## config.mk

```make
export PLATFORM = sky130hd
export DESIGN_NAME = pwr_seq_top
export DESIGN_NICKNAME = d
export VERILOG_FILES = /design/src/rtl/pwr_seq_pkg.sv /design/src/rtl/pwr_seq_enfilt.sv /design/src/rtl/pwr_seq_timer.sv /design/src/rtl/pwr_seq_ovpmon.sv /design/src/rtl/pwr_seq_ramp.sv /design/src/rtl/pwr_seq_top.sv
export SDC_FILE = /design/constraint.sdc
export NUM_CORES = 1
export LEC_CHECK = 0
export BUFFER_PORTS_ARGS = -buffer_cell sky130_fd_sc_hd__buf_2
export CAP_MARGIN = 20
export CORE_ASPECT_RATIO = 0.9
export CORE_MARGIN = 10
export CORE_UTILIZATION = 51
export DETAILED_ROUTE_END_ITERATION = 6
export GPL_ROUTABILITY_DRIVEN = 0
export GPL_TIMING_DRIVEN = 0
export PLACE_DENSITY = 0.7
export SETUP_SLACK_MARGIN = 0.3
export SLEW_MARGIN = 20
export SYNTH_ARGS = -nofsm -noshare
export SYNTH_HDL_FRONTEND = slang
export SYNTH_SLANG_ARGS = --single-unit
```

## constraint.sdc

```tcl
create_clock -name clk -period 3.1 [get_ports clk]
set_clock_uncertainty 0.1 [all_clocks]
set_input_delay 0.93 -clock clk [delete_from_list [all_inputs] [get_ports clk]]
set_output_delay 0.93 -clock clk [all_outputs]
set_load 0.005 [all_outputs]
```

## src/rtl/pwr_seq_pkg.sv

```systemverilog
package pwr_seq_pkg;

    typedef enum logic [2:0] {
        ST_OFF,
        ST_INIT,
        ST_WAIT,
        ST_SOFT,
        ST_RUN,
        ST_HICCUP
    } seq_state_t;

    // Converts an interval in nanoseconds to clock cycles, never less than one.
    function automatic int unsigned ns_to_cycles(longint unsigned clk_khz,
                                                 longint unsigned ns);
        longint unsigned c;
        c = (ns * clk_khz) / 64'd1000000;
        if (c == 0) c = 1;
        return c[31:0];
    endfunction

    function automatic int unsigned max_u(int unsigned a, int unsigned b);
        return (a > b) ? a : b;
    endfunction

endpackage

```

## src/rtl/pwr_seq_enfilt.sv

```systemverilog
// Asymmetric enable filter: output follows input only after the input has
// disagreed with it for a direction-dependent number of consecutive cycles.
module pwr_seq_enfilt #(
    parameter int unsigned RISE_CYC = 200,
    parameter int unsigned FALL_CYC = 2
) (
    input  logic clk,
    input  logic rst_n,
    input  logic en_raw,
    output logic en_filt
);
    localparam int unsigned MAXC  = (RISE_CYC > FALL_CYC) ? RISE_CYC : FALL_CYC;
    localparam int          CNT_W = $clog2(MAXC + 1);
    localparam logic [CNT_W-1:0] RISE_LIM = CNT_W'(RISE_CYC - 1);
    localparam logic [CNT_W-1:0] FALL_LIM = CNT_W'(FALL_CYC - 1);

    logic [CNT_W-1:0] cnt;
    logic             filt_q;
    logic [CNT_W-1:0] lim;

    always_comb lim = filt_q ? FALL_LIM : RISE_LIM;

    always_ff @(posedge clk) begin
        if (!rst_n) begin
            cnt    <= '0;
            filt_q <= 1'b0;
        end else if (en_raw == filt_q) begin
            cnt <= '0;
        end else if (cnt == lim) begin
            filt_q <= en_raw;
            cnt    <= '0;
        end else begin
            cnt <= cnt + 1'b1;
        end
    end

    assign en_filt = filt_q;
endmodule

```

## src/rtl/pwr_seq_timer.sv

```systemverilog
// Saturating elapsed-cycle counter with synchronous clear.
module pwr_seq_timer #(
    parameter int W = 16
) (
    input  logic         clk,
    input  logic         rst_n,
    input  logic         clr,
    output logic [W-1:0] elapsed
);
    always_ff @(posedge clk) begin
        if (!rst_n || clr) elapsed <= '0;
        else if (elapsed != {W{1'b1}}) elapsed <= elapsed + 1'b1;
    end
endmodule

```

## src/rtl/pwr_seq_ovpmon.sv

```systemverilog
// Output overvoltage deglitch: trips after DG_CYC consecutive armed cycles high.
module pwr_seq_ovpmon #(
    parameter int unsigned DG_CYC = 2
) (
    input  logic clk,
    input  logic rst_n,
    input  logic arm,
    input  logic ovp_raw,
    output logic trip
);
    localparam int CNT_W = $clog2(DG_CYC + 1);
    localparam logic [CNT_W-1:0] LIM = CNT_W'(DG_CYC);

    logic [CNT_W-1:0] cnt;

    always_ff @(posedge clk) begin
        if (!rst_n || !arm || !ovp_raw) cnt <= '0;
        else if (cnt != LIM)            cnt <= cnt + 1'b1;
    end

    assign trip = arm && (cnt == LIM);
endmodule

```

## src/rtl/pwr_seq_ramp.sv

```systemverilog
// Soft-start ramp: spreads 2^RW-1 level steps evenly over SS_CYC cycles using
// a remainder accumulator (requires SS_CYC >= 2^RW-1).
module pwr_seq_ramp #(
    parameter int unsigned SS_CYC = 3000,
    parameter int          RW     = 8
) (
    input  logic          clk,
    input  logic          rst_n,
    input  logic          clr,
    input  logic          step,
    output logic [RW-1:0] level
);
    localparam int AW = $clog2(2 * SS_CYC + 1);
    localparam logic [AW-1:0] STEP_V = AW'((1 << RW) - 1);
    localparam logic [AW-1:0] SS_V   = AW'(SS_CYC);

    logic [AW-1:0] acc;
    logic [AW-1:0] sum;

    always_comb sum = acc + STEP_V;

    always_ff @(posedge clk) begin
        if (!rst_n || clr) begin
            acc   <= '0;
            level <= '0;
        end else if (step) begin
            if (sum >= SS_V) begin
                acc <= sum - SS_V;
                if (level != {RW{1'b1}}) level <= level + 1'b1;
            end else begin
                acc <= sum;
            end
        end
    end
endmodule

```

## src/rtl/pwr_seq_top.sv

```systemverilog
module pwr_seq_top
    import pwr_seq_pkg::*;
#(
    parameter int unsigned CLK_KHZ = 125000,
    parameter int          RAMP_W  = 8
) (
    input  logic              clk,
    input  logic              rst_n,
    input  logic              bias_ok,
    input  logic              en_pin,
    input  logic              vin_uv,
    input  logic              vin_ov,
    input  logic              vout_ov,
    input  logic              over_temp,
    output logic              strap_sample,
    output logic              sw_en,
    output logic              ss_active,
    output logic [RAMP_W-1:0] ss_ramp,
    output logic              pg_pull_low
);
    localparam int unsigned INIT_CYC = ns_to_cycles(CLK_KHZ, 540000);
    localparam int unsigned RISE_CYC = ns_to_cycles(CLK_KHZ, 200000);
    localparam int unsigned FALL_CYC = ns_to_cycles(CLK_KHZ, 2000);
    localparam int unsigned SS_CYC   = ns_to_cycles(CLK_KHZ, 3000000);
    localparam int unsigned OVP_CYC  = ns_to_cycles(CLK_KHZ, 2000);
    localparam int unsigned HIC_CYC  = ns_to_cycles(CLK_KHZ, 20000000);
    localparam int unsigned MAX_CYC  = max_u(max_u(INIT_CYC, SS_CYC), HIC_CYC);
    localparam int          TMR_W    = $clog2(MAX_CYC + 1);
    localparam logic [TMR_W-1:0] INIT_LIM = TMR_W'(INIT_CYC - 1);
    localparam logic [TMR_W-1:0] SS_LIM   = TMR_W'(SS_CYC - 1);
    localparam logic [TMR_W-1:0] HIC_LIM  = TMR_W'(HIC_CYC - 1);

    seq_state_t       state, nxt;
    logic             en_filt;
    logic             ovp_trip;
    logic [TMR_W-1:0] elapsed;
    logic             in_fault;
    logic             hic_hold;
    logic             stop_now;
    logic             tmr_clr;
    logic             ramp_clr;
    logic             ramp_step;

    pwr_seq_enfilt #(.RISE_CYC(RISE_CYC), .FALL_CYC(FALL_CYC)) u_enfilt (
        .clk    (clk),
        .rst_n  (rst_n),
        .en_raw (en_pin),
        .en_filt(en_filt)
    );

    pwr_seq_ovpmon #(.DG_CYC(OVP_CYC)) u_ovpmon (
        .clk    (clk),
        .rst_n  (rst_n),
        .arm    (state == ST_RUN),
        .ovp_raw(vout_ov),
        .trip   (ovp_trip)
    );

    pwr_seq_timer #(.W(TMR_W)) u_timer (
        .clk    (clk),
        .rst_n  (rst_n),
        .clr    (tmr_clr),
        .elapsed(elapsed)
    );

    pwr_seq_ramp #(.SS_CYC(SS_CYC), .RW(RAMP_W)) u_ramp (
        .clk  (clk),
        .rst_n(rst_n),
        .clr  (ramp_clr),
        .step (ramp_step),
        .level(ss_ramp)
    );

    always_comb begin
        in_fault = vin_uv || vin_ov || over_temp;
        hic_hold = in_fault || vout_ov;
        stop_now = !bias_ok || !en_filt || in_fault || ovp_trip;
    end

    // Next-state logic
    always_comb begin
        nxt = state;
        unique case (state)
            ST_OFF:    if (bias_ok) nxt = ST_INIT;
            ST_INIT:   if (!bias_ok)                nxt = ST_OFF;
                       else if (elapsed == INIT_LIM) nxt = ST_WAIT;
            ST_WAIT:   if (!bias_ok)                   nxt = ST_OFF;
                       else if (en_filt && !in_fault)  nxt = ST_SOFT;
            ST_SOFT:   if (!bias_ok)                 nxt = ST_OFF;
                       else if (in_fault)            nxt = ST_HICCUP;
                       else if (!en_filt)            nxt = ST_WAIT;
                       else if (elapsed == SS_LIM)   nxt = ST_RUN;
            ST_RUN:    if (!bias_ok)                 nxt = ST_OFF;
                       else if (in_fault || ovp_trip) nxt = ST_HICCUP;
                       else if (!en_filt)            nxt = ST_WAIT;
            ST_HICCUP: if (!bias_ok)                            nxt = ST_OFF;
                       else if (!hic_hold && elapsed == HIC_LIM) nxt = ST_WAIT;
            default:   nxt = ST_OFF;
        endcase
    end

    always_comb tmr_clr = (nxt != state) || (state == ST_HICCUP && hic_hold);

    // State register
    always_ff @(posedge clk) begin
        if (!rst_n) state <= ST_OFF;
        else        state <= nxt;
    end

    // Outputs
    always_comb begin
        strap_sample = 1'b0;
        sw_en        = 1'b0;
        ss_active    = 1'b0;
        pg_pull_low  = 1'b1;
        ramp_clr     = 1'b1;
        ramp_step    = 1'b0;
        unique case (state)
            ST_OFF:    ;
            ST_INIT:   strap_sample = (elapsed == '0);
            ST_WAIT:   ;
            ST_SOFT: begin
                sw_en     = !stop_now;
                ss_active = !stop_now;
                ramp_clr  = 1'b0;
                ramp_step = 1'b1;
            end
            ST_RUN: begin
                sw_en       = !stop_now;
                pg_pull_low = stop_now;
                ramp_clr    = 1'b0;
            end
            ST_HICCUP: ;
            default:   ;
        endcase
    end
endmodule

```

* After elaboration in Yosys (flattened, before gate mapping)
Index checks and enable logic that the tools add are counted.
Widths: inputs -> output; s select.
** Operators by class
- Add/subtract/negate cells :: 6
- Magnitude comparators :: 1
- Eq/ne operators :: 15
- Multiplexer cells :: 23
- Bitwise logic cells :: 2
- Reductions and logical operators :: 30
** Operators with widths (number)
- $mux 3 :: 14
- $add 22x1->22 const B :: 1
- $eq 22x17->1 const B :: 1
- $eq 22x19->1 const B :: 1
- $eq 22x22->1 const B :: 1
- $logic_not 22->1 :: 1
- $ne 22x22->1 const B :: 1
- $add 20x8->20 const B :: 1
- $ge 20x19->1 const B :: 1
- $mux 20 :: 1
- $sub 20x19->20 const B :: 1
- $pmux 3 s6 :: 1
- $add 8x1->8 const B :: 2
- $ne 8x8->1 const B :: 2
- $add 15x1->15 const B :: 1
- $eq 15x15->1 :: 1
- $mux 15 :: 1
- $logic_or 1x1->1 :: 12
- $eq 8x8->1 const B :: 1
- $logic_not 1->1 :: 8
- $eq 3x2->1 const B :: 2
- $eq 3x3->1 const B :: 2
- $mux 1 :: 6
- $logic_and 1x1->1 :: 4
- 9 further kinds :: 10
** Word-level totals
- Register bits :: 77
- Bits of input ports :: 8
- Output and inout bits :: 12
- Word-level logic and storage cells :: 84

* Logic depth before layout (Yosys ltp)
Gate-level depths: netlist of the first run.
- Depth after elaboration :: 11
- Depth in mapped cells :: 13
- Mapped depth without buffers :: 12

* By module
From an unflattened synthesis of the first run, not the netlist that was laid out.
** Unflattened totals
- Cells, all modules :: 675
- Area total of the unflattened synthesis :: 5313.8 µm²
** By module, submodules not included
- pwr_seq_ramp :: instances 1, cells an instance 317, area each 2427.3 µm², seq. area each 560.5 µm²
- pwr_seq_timer :: instances 1, cells an instance 149, area each 1211.2 µm², seq. area each 440.4 µm²
- pwr_seq_enfilt :: instances 1, cells an instance 85, area each 752.0 µm², seq. area each 320.3 µm²
- pwr_seq_top :: instances 1, cells an instance 81, area each 551.8 µm², seq. area each 60.1 µm²
- pwr_seq_ovpmon :: instances 1, cells an instance 43, area each 371.6 µm², seq. area each 160.2 µm²

* Worst setup path after synthesis of the first run
OpenSTA, ideal clock, no wires.
- Path kind :: register to register
- From :: register u_ramp.acc[0]
- To :: register u_ramp.acc[7]
- Library setup time :: 0.126 ns
- Data arrival time :: 2.893 ns
- Data required time :: 2.874 ns
- Slack :: -0.019 ns
- Cell stages (with the launch flop) :: 12
- Path buffers :: 0
- Clock period less this slack :: 3.119 ns
- Cell sequence :: dfxtp_1 inv_1 ha_1 nor3b_2 nand2_1 xor2_1 o31a_2 o211a_1 or4_4 xnor2_2 o211ai_1 o41ai_1
** On the way
- Word-level cells in the longest chain between the ends :: 3
- Elaborated cells on any way between the ends :: 4
- Classes of those cells :: add/sub: 2; order compare: 1; mux: 1
** RTL lines
- from (decl) :: line pwr_seq_ramp.sv:17 : logic [AW-1:0] acc;
- from (signal assigned) :: line pwr_seq_ramp.sv:28 : acc <= sum - SS_V;
- from (signal assigned) :: line pwr_seq_ramp.sv:31 : acc <= sum;
- $add 20x8->20 * :: line pwr_seq_ramp.sv:20 : always_comb sum = acc + STEP_V;
- via u_ramp.sum[0] :: line pwr_seq_ramp.sv:18 : logic [AW-1:0] sum;
- $sub 20x19->20 or $ge 20x19->1 (tied branches) :: line pwr_seq_ramp.sv:28, pwr_seq_ramp.sv:27
- $mux 20 * :: line pwr_seq_ramp.sv:27 : if (sum >= SS_V) begin
Mark *: on every way through the listed nets, which the timed path passes. The rest lies on a longest branch.
A chain may end at the register's enable or synchronous reset.

* Worst setup path after layout of the first run
- From :: register u_ramp.acc[3]
- To :: register u_ramp.acc[7]
** On the way
- Word-level cells in the longest chain between the ends :: 3
- Elaborated cells on any way between the ends :: 4
- Classes of those cells :: add/sub: 2; order compare: 1; mux: 1
** RTL lines (line)
- $add 20x8->20 * :: pwr_seq_ramp.sv:20
- $sub 20x19->20 or $ge 20x19->1 (tied branches) :: pwr_seq_ramp.sv:28, pwr_seq_ramp.sv:27
- $mux 20 * :: pwr_seq_ramp.sv:27
Every way passes the cells marked *; elsewhere a longest branch is shown, timed or not.

==> results of run 1 <==
registers in the layout (all words and copies together), names as in the netlist:
signal,flops
state,3
u_ramp.level,8
u_timer.elapsed,22
u_enfilt.en_filt,1
u_ramp.acc,20
u_enfilt.cnt,15
u_ovpmon.cnt,8
timing repair:
item                                    4_1_cts  5_1_grt
pin swaps                                    88       54
endpoints found under the setup margin       51       60
gates resized for setup                     145       78
setup buffers                                44       20
hold buffers                                  0        0
gates cloned                                  2        0
stage by stage:
| step | hold WS, ns | instances | TNS (ns) | worst slack (ns) |
|---|---|---|---|---|
| floorplan | 0.330 | 611 | 0 | 0.111 |
| global placement | 0.345 | 752 | -6.66 | -0.263 |
| detailed placement | 0.345 | 752 | -8.29 | -0.276 |
| CTS | 0.363 | 814 | -0.0405 | -0.0405 |
| global route | 0.382 | 834 | -1.44 | -0.156 |
| finish | 0.360 | 834 | -0.361 | -0.101 |
layout by cell type (no fill, tap or decap), types with 5 or more instances in the layout:
master    count
buf_6        22
nand3_1      22
and4_1        5
dfxtp_2      10
nand4_1      17
buf_4        46
dfxtp_4       5
buf_8         5
and3_1        9
or4_4         5
o21ai_1       7
ha_1          6
clkbuf_1     12
nor3_4        9
clkbuf_8     11
or3_1         9
nor3_1       16
buf_2        19
xor2_1       28
nor2_4       17
nor4_1        5
nor4_4        9
nand3_4       6
o21ai_0      12
nor2b_1       5
a21oi_1      18
nor2_1       79
xnor2_1      26
nand2_1      50
mux2i_1      11
dfxtp_1      62
nor2_2        5
inv_1         7
layout make-up:
class	count	area, sq um	share of cell area
sequential	77	1570	0.228
tap	122	153	0.0221
timing repair buffer	85	706	0.102
clock inverter	5	60.1	0.00869
buffer	27	216	0.0313
multi-input combinational	495	4030	0.583
clock buffer	11	131	0.0190
inverter	12	45.0	0.00652
cell families (layout without fill, tap and decap cells):
kind of cell	after synthesis	in the layout
buffers and inverters	39	140
adder cells (fa/ha/maj)	9	9
multiplexers	12	12
AO/OA/AOI/OAI	100	100
AND/OR/NAND/NOR	311	311
flip-flops	77	77
XOR/XNOR	63	63
where the power goes:
part           total, uW  internal [uW]  switching, uW
Combinational       87.0           37.1           50.0
Clock                790            376            414
Sequential           992            988           3.84
Total               1870           1400            468
synth_stat cells, types with 3 or more instances:
| master | number | area, sq um |
|---|---|---|
| nand4_1 | 17 | 106 |
| a21oi_1 | 22 | 110 |
| o41ai_1 | 3 | 26.3 |
| dfxtp_1 | 77 | 1540 |
| o21ai_0 | 21 | 105 |
| or3_1 | 12 | 75.1 |
| nor3_1 | 23 | 115 |
| o31ai_1 | 3 | 22.5 |
| clkbuf_1 | 19 | 71.3 |
| nor3_2 | 3 | 30.0 |
| or4_1 | 6 | 45.0 |
| nor2b_1 | 8 | 50.1 |
| inv_1 | 11 | 41.3 |
| buf_2 | 3 | 15.0 |
| a211oi_1 | 4 | 30.0 |
| and4_1 | 5 | 43.8 |
| xor2_1 | 30 | 263 |
| xnor2_1 | 31 | 272 |
| nand2_1 | 55 | 206 |
| mux2i_1 | 11 | 110 |
| nand2b_1 | 4 | 25.0 |
| nor4_1 | 14 | 87.6 |
| nor3b_1 | 3 | 22.5 |
| nor2_1 | 101 | 379 |
| and3_1 | 10 | 62.6 |
| nand3_1 | 29 | 145 |
| a31oi_1 | 5 | 31.3 |
| and2_1 | 4 | 25.0 |
| o211ai_1 | 4 | 30.0 |
| a31o_2 | 3 | 26.3 |
| ha_1 | 9 | 113 |
how the worst min path moves through the flow:
| stage | endpoint | slack, ns | start |
|---|---|---|---|
| 2_1_floorplan | u_enfilt.cnt[0] | 0.33 | u_enfilt.cnt[0] |
| 3_3_place_gp | u_enfilt.cnt[0] | 0.34 | u_enfilt.cnt[0] |
| 3_5_place_dp | u_enfilt.cnt[0] | 0.34 | u_enfilt.cnt[0] |
| 4_1_cts | u_enfilt.cnt[0] | 0.36 | u_enfilt.cnt[0] |
| 5_1_grt | u_enfilt.cnt[0] | 0.38 | u_enfilt.cnt[0] |
| 6_report | u_enfilt.cnt[0] | 0.36 | u_enfilt.cnt[0] |
worst max-delay path, stage by stage, from the launching register on:
cell,delay (ns)
dfxtp_1,0.44
or4_4,0.48
buf_8,0.16
nor3_4,0.24
a21o_4,0.17
a31oi_4,0.09
o31a_4,0.35
or4_4,0.55
xnor2_2,0.17
o211ai_1,0.21
o41ai_1,0.12
routing by layer:
layer	track usage	up-vias	part of all wire
met1	0.244	2467	0.38
met3	0.0447	75	0.065
met5	0	-	0
met2	0.355	274	0.51
met4	0.0978	0	0.039
li1	-	2389	-
==> impl_metrics.py, run 1 <==
metrics = {
    "run_status": {
        "violations": "negative setup slack",
        "outcome": "complete, but fails checks",
    },
    "run": {
        "cap_viol_max_count": 0,
    },
    "timing": {
        "min_period_ns": 3.20,
        "setup_violations": 9,
        "worst_pin_slew_ns": 0.739,
        "rsz0062_at_grt": "true",
        "drv_slew": 0,
        "slew_headroom": 0.507,
        "max_freq_mhz": 312,
        "hold_violations": 0,
        "min_period_over_period": 1.03,
        "fin_ws_ns": -0.101,
    },
    "clocking": {
        "cts_root_buffer": "clkbuf_8",
        "clk_latency_ns": 0.37,
        "htreeDepth": 3,
        "tritoncts": "yes",
        "cts_num_sinks": 77,
        "cts_buffers": 9,
        "clock_path_buffers": 2,
        "path_clk_slew_ns": 0.09,
    },
    "synth": {
        "synth.cell_area_sq_um": 4880,
        "synth_top_family_by_area": "simple AND/OR/NAND/NOR gates",
        "synthXorXnorAreaFrac": 0.116,
        "synth-edff-count": 0,
        "yosys_most_used_dff": "dfxtp_1",
        "synth_cell_type_count": 79,
        "synthCells": 611,
        "yosysWarnings": 0,
        "synth-compound-area-share": 0.156,
        "ys_ff_latch": 77,
        "ys_seq_area_frac": 0.316,
        "synthMuxAreaShare": 0.0249,
        "synth_area_per_cell_sq_um": 7.98,
        "synth_simple_gate_area_frac": 0.331,
        "synthArstFlopShare": 0,
        "synth_fp_nets": 628,
        "synth-adder-area-share": 0.0231,
    },
    "critical_path": {
        "crit_path_start": "u_ramp.acc[3]",
        "worstRegToRegCells": 10,
        "r2r_setup_slack_ns": -0.10,
        "crit_end": "u_ramp.acc[7]",
        "r2r-start": "u_ramp.acc[3]",
        "criticalPathCategory": "reg -> reg",
        "rr_endpoint": "u_ramp.acc[7]",
        "cp.arrival_ns": 3.35,
        "worstPathMaxFanout": 9,
        "end_kind": "flop",
        "cp-start-kind": "flop",
        "cp_data_required_time_ns": 3.25,
    },
    "hold_path": {
        "hp-class": "reg -> reg",
        "worstHoldPathCells": 1,
    },
    "power_and_ir_drop": {
        "power_leakage_uw": 0.00233,
        "pwr_density_cell_nw_per_um2": 270,
        "p_total_uw": 1870,
        "ir_worst_vdd_mv": 0.224,
    },
    "detailed_routing": {
        "routed_wl_microns": 15900,
        "ant_nets": 0,
        "drt_iter0_drc": 421,
        "viasPerCell": 6.24,
        "drc": 0,
        "vias": 5205,
        "wl_per_cell_microns": 19.0,
        "first_pass_iters": 5,
    },
    "die": {
        "core_sq_um": 9210,
        "ioPinCount": 20,
        "die_w_microns": 123,
        "initial_core_util": 0.530,
        "dieArea_sq_um": 13900,
        "chipHeight_microns": 113,
        "num_rows": 33,
    },
    "layout": {
        "num-fill-cells": 589,
        "diodes": 0,
        "postLayoutCellArea_sq_um": 6910,
        "final_nets": 724,
        "synthToLayoutAreaGrowth_pct": 41.7,
        "fin_util": 0.750,
        "final_layout_size_suffix_gt1_frac": 0.361,
    },
    "placed_design": {
        "numPortBuffers": 19,
        "dpl.hpwl_microns": 8350,
        "post_dp_cell_area_sq_um": 5210,
    },
    "grt": {
        "grt_max_degree": 14,
        "antenna_found_initial": 0,
        "grt_pass1_wl_microns": 24100,
        "grt.total_usage": 0.209,
        "grt_pass1_vias": 4907,
        "grt-ovfl-total": 0,
    },
}
Note: power is estimated with default switching activity, not from simulation.
==> run 2, diff against run 1 <==
- MAX_ROUTING_LAYER: unset -> met4
==> run 2 against run 1 <==
Compared with the run above:
- the run still ends with negative setup slack left
- clock power about the same
- critical path depth unchanged
- maximum frequency up 0.37%
- sequential power about the same
- global-route usage up 0.71 points
- non-clock buffer count up 1
- critical path type unchanged
- highest routed layer unchanged
==> impl_metrics.py, run 2 (synthesized netlist as in run 1, its figures left out) <==
metrics = {
    "timing": {
        "worst_pin_slew_ns": 0.905,
        "min_period_ns": 3.19,
        "drv_slew": 0,
        "min_period_over_period": 1.03,
        "setup_violations": 9,
        "rsz0062_at_grt": "true",
        "whs_ns": 0.359,
        "slew_headroom": 0.391,
        "hold_violations": 0,
        "max_freq_mhz": 314,
        "fin_ws_ns": -0.0896,
    },
    "die": {
        "num_rows": 33,
        "chipHeight_microns": 113,
        "ioPinCount": 20,
        "core_sq_um": 9210,
        "die_w_microns": 123,
        "initial_core_util": 0.530,
        "dieArea_sq_um": 13900,
    },
    "detailed_routing": {
        "met2_length_microns": 8080,
        "routed_wl_microns": 16000,
        "drc": 0,
        "wl_per_cell_microns": 19.1,
        "wl_met3_microns": 899,
        "first_pass_iters": 5,
        "viasPerCell": 6.23,
        "drt-met1-wl_microns": 6240,
        "vias": 5199,
        "ant_nets": 0,
        "drt_iter0_drc": 465,
        "top_layer": "met4",
    },
    "run_status": {
        "outcome": "complete, but fails checks",
        "violations": "negative setup slack",
    },
    "layout": {
        "diodes": 0,
        "largest_reg_flops": 22,
        "final_layout_size_suffix_gt1_frac": 0.359,
        "top_regs": "u_timer.elapsed (22), u_ramp.acc (20), u_enfilt.cnt (15)",
        "final_common_cell": "nor2_1",
        "top_register": "u_timer.elapsed",
        "synthToLayoutAreaGrowth_pct": 41.6,
        "final_nets": 725,
        "layout_common_cells": "79 x nor2_1, 62 x dfxtp_1, 50 x nand2_1",
    },
    "clocking": {
        "clk_latency_ns": 0.38,
        "htreeDepth": 3,
        "cts_buffers": 9,
        "tritoncts": "yes",
        "path_clk_slew_ns": 0.09,
        "cts-hold-fix-buffers": 0,
        "cts_num_sinks": 77,
        "clock_path_buffers": 2,
        "cts_root_buffer": "clkbuf_8",
    },
    "critical_path": {
        "criticalPathCategory": "reg -> reg",
        "rr_endpoint": "u_ramp.acc[7]",
        "r2r_setup_slack_ns": -0.09,
        "cp_data_required_time_ns": 3.26,
        "r2r-start": "u_ramp.acc[3]",
        "worstRegToRegCells": 10,
        "cp.arrival_ns": 3.35,
        "cp-start-kind": "flop",
        "worstPathMaxFanout": 9,
        "end_kind": "flop",
    },
    "power_and_ir_drop": {
        "pwr_density_cell_nw_per_um2": 271,
        "p_total_uw": 1870,
        "ir_worst_vdd_mv": 0.224,
        "power_leakage_uw": 0.00233,
    },
    "run": {
        "cap_viol_max_count": 0,
    },
    "placed_design": {
        "dpl.hpwl_microns": 8350,
        "post-place-ws_ns": -0.276,
        "numPortBuffers": 19,
    },
    "hold_path": {
        "worstHoldPathCells": 1,
        "hp-class": "reg -> reg",
        "holdPathEnd": "u_enfilt.cnt[0]",
        "hp-start": "u_enfilt.cnt[0]",
    },
    "grt": {
        "grt-ovfl-total": 0,
        "grt_max_degree": 14,
        "grt_pass1_vias": 4891,
        "antenna_found_initial": 0,
        "grt_pass1_wl_microns": 24200,
        "grt.total_usage": 0.216,
    },
}
[run 2: what timing repair did]
| action | 4_1_cts | 5_1_grt |
|---|---|---|
| gates cloned | 2 | 0 |
| gates resized for setup | 145 | 76 |
| pin swaps | 88 | 53 |
| buffers inserted | 44 | 21 |
| endpoints found under the setup margin | 51 | 60 |
[run 2: how the worst max path moves through the flow]
stage	startpoint	endpoint	slack (ns)	cells after the start
floorplan	u_ramp.acc[0]	u_ramp.acc[7]	0.11	10
global placement	u_ramp.acc[4]	u_ramp.acc[12]	-0.26	9
detailed placement	u_ramp.acc[4]	u_ramp.acc[12]	-0.28	9
CTS	u_ramp.acc[1]	u_ramp.acc[7]	-0.04	10
global route	u_ramp.acc[3]	u_ramp.acc[7]	-0.16	10
finish	u_ramp.acc[3]	u_ramp.acc[7]	-0.09	10
[run 2: cell type report]
| cell class | instances | area (sq um) |
|---|---|---|
| Buffer | 27 | 216 |
| Clock buffer | 11 | 131 |
| Clock inverter | 5 | 60.1 |
| Fill cell | 588 | 2300 |
| Inverter | 12 | 45.0 |
| Multi-Input combinational cell | 495 | 4010 |
| Sequential cell | 77 | 1570 |
| Tap cell | 122 | 153 |
| Timing Repair Buffer | 86 | 713 |
[run 2: layer usage]
metal	global-route usage	up-vias
met5	-	-
met4	0.0946	0
met3	0.0442	85
met2	0.356	236
met1	0.248	2485
li1	-	2393
[run 2: metrics by stage]
| stage | cells | TNS, ns | area [sq um] | util |
|---|---|---|---|---|
| global placement | 752 | -6.66 | 5210 | 0.566 |
| global route | 835 | -1.85 | 6900 | 0.750 |
| detailed placement | 752 | -8.29 | 5210 | 0.566 |
| CTS | 814 | -0.0405 | 6440 | 0.699 |
| floorplan | 611 | 0 | 4970 | - |
| finish | 835 | -0.335 | 6900 | 0.750 |
[run 2: where the power goes]
group,switching (uW),internal [uW],total (uW)
sequential,3.84,988,992
clock,416,376,792
combinational,50.8,37.1,88.0
[run 2: worst max-delay path: stages (launching register included)]
cell	delay (ns)
dfxtp_1	0.44
or4_4	0.48
buf_8	0.16
nor3_4	0.24
a21o_4	0.17
a31oi_4	0.09
o31a_4	0.35
or4_4	0.54
xnor2_2	0.17
o211ai_1	0.21
o41ai_1	0.12
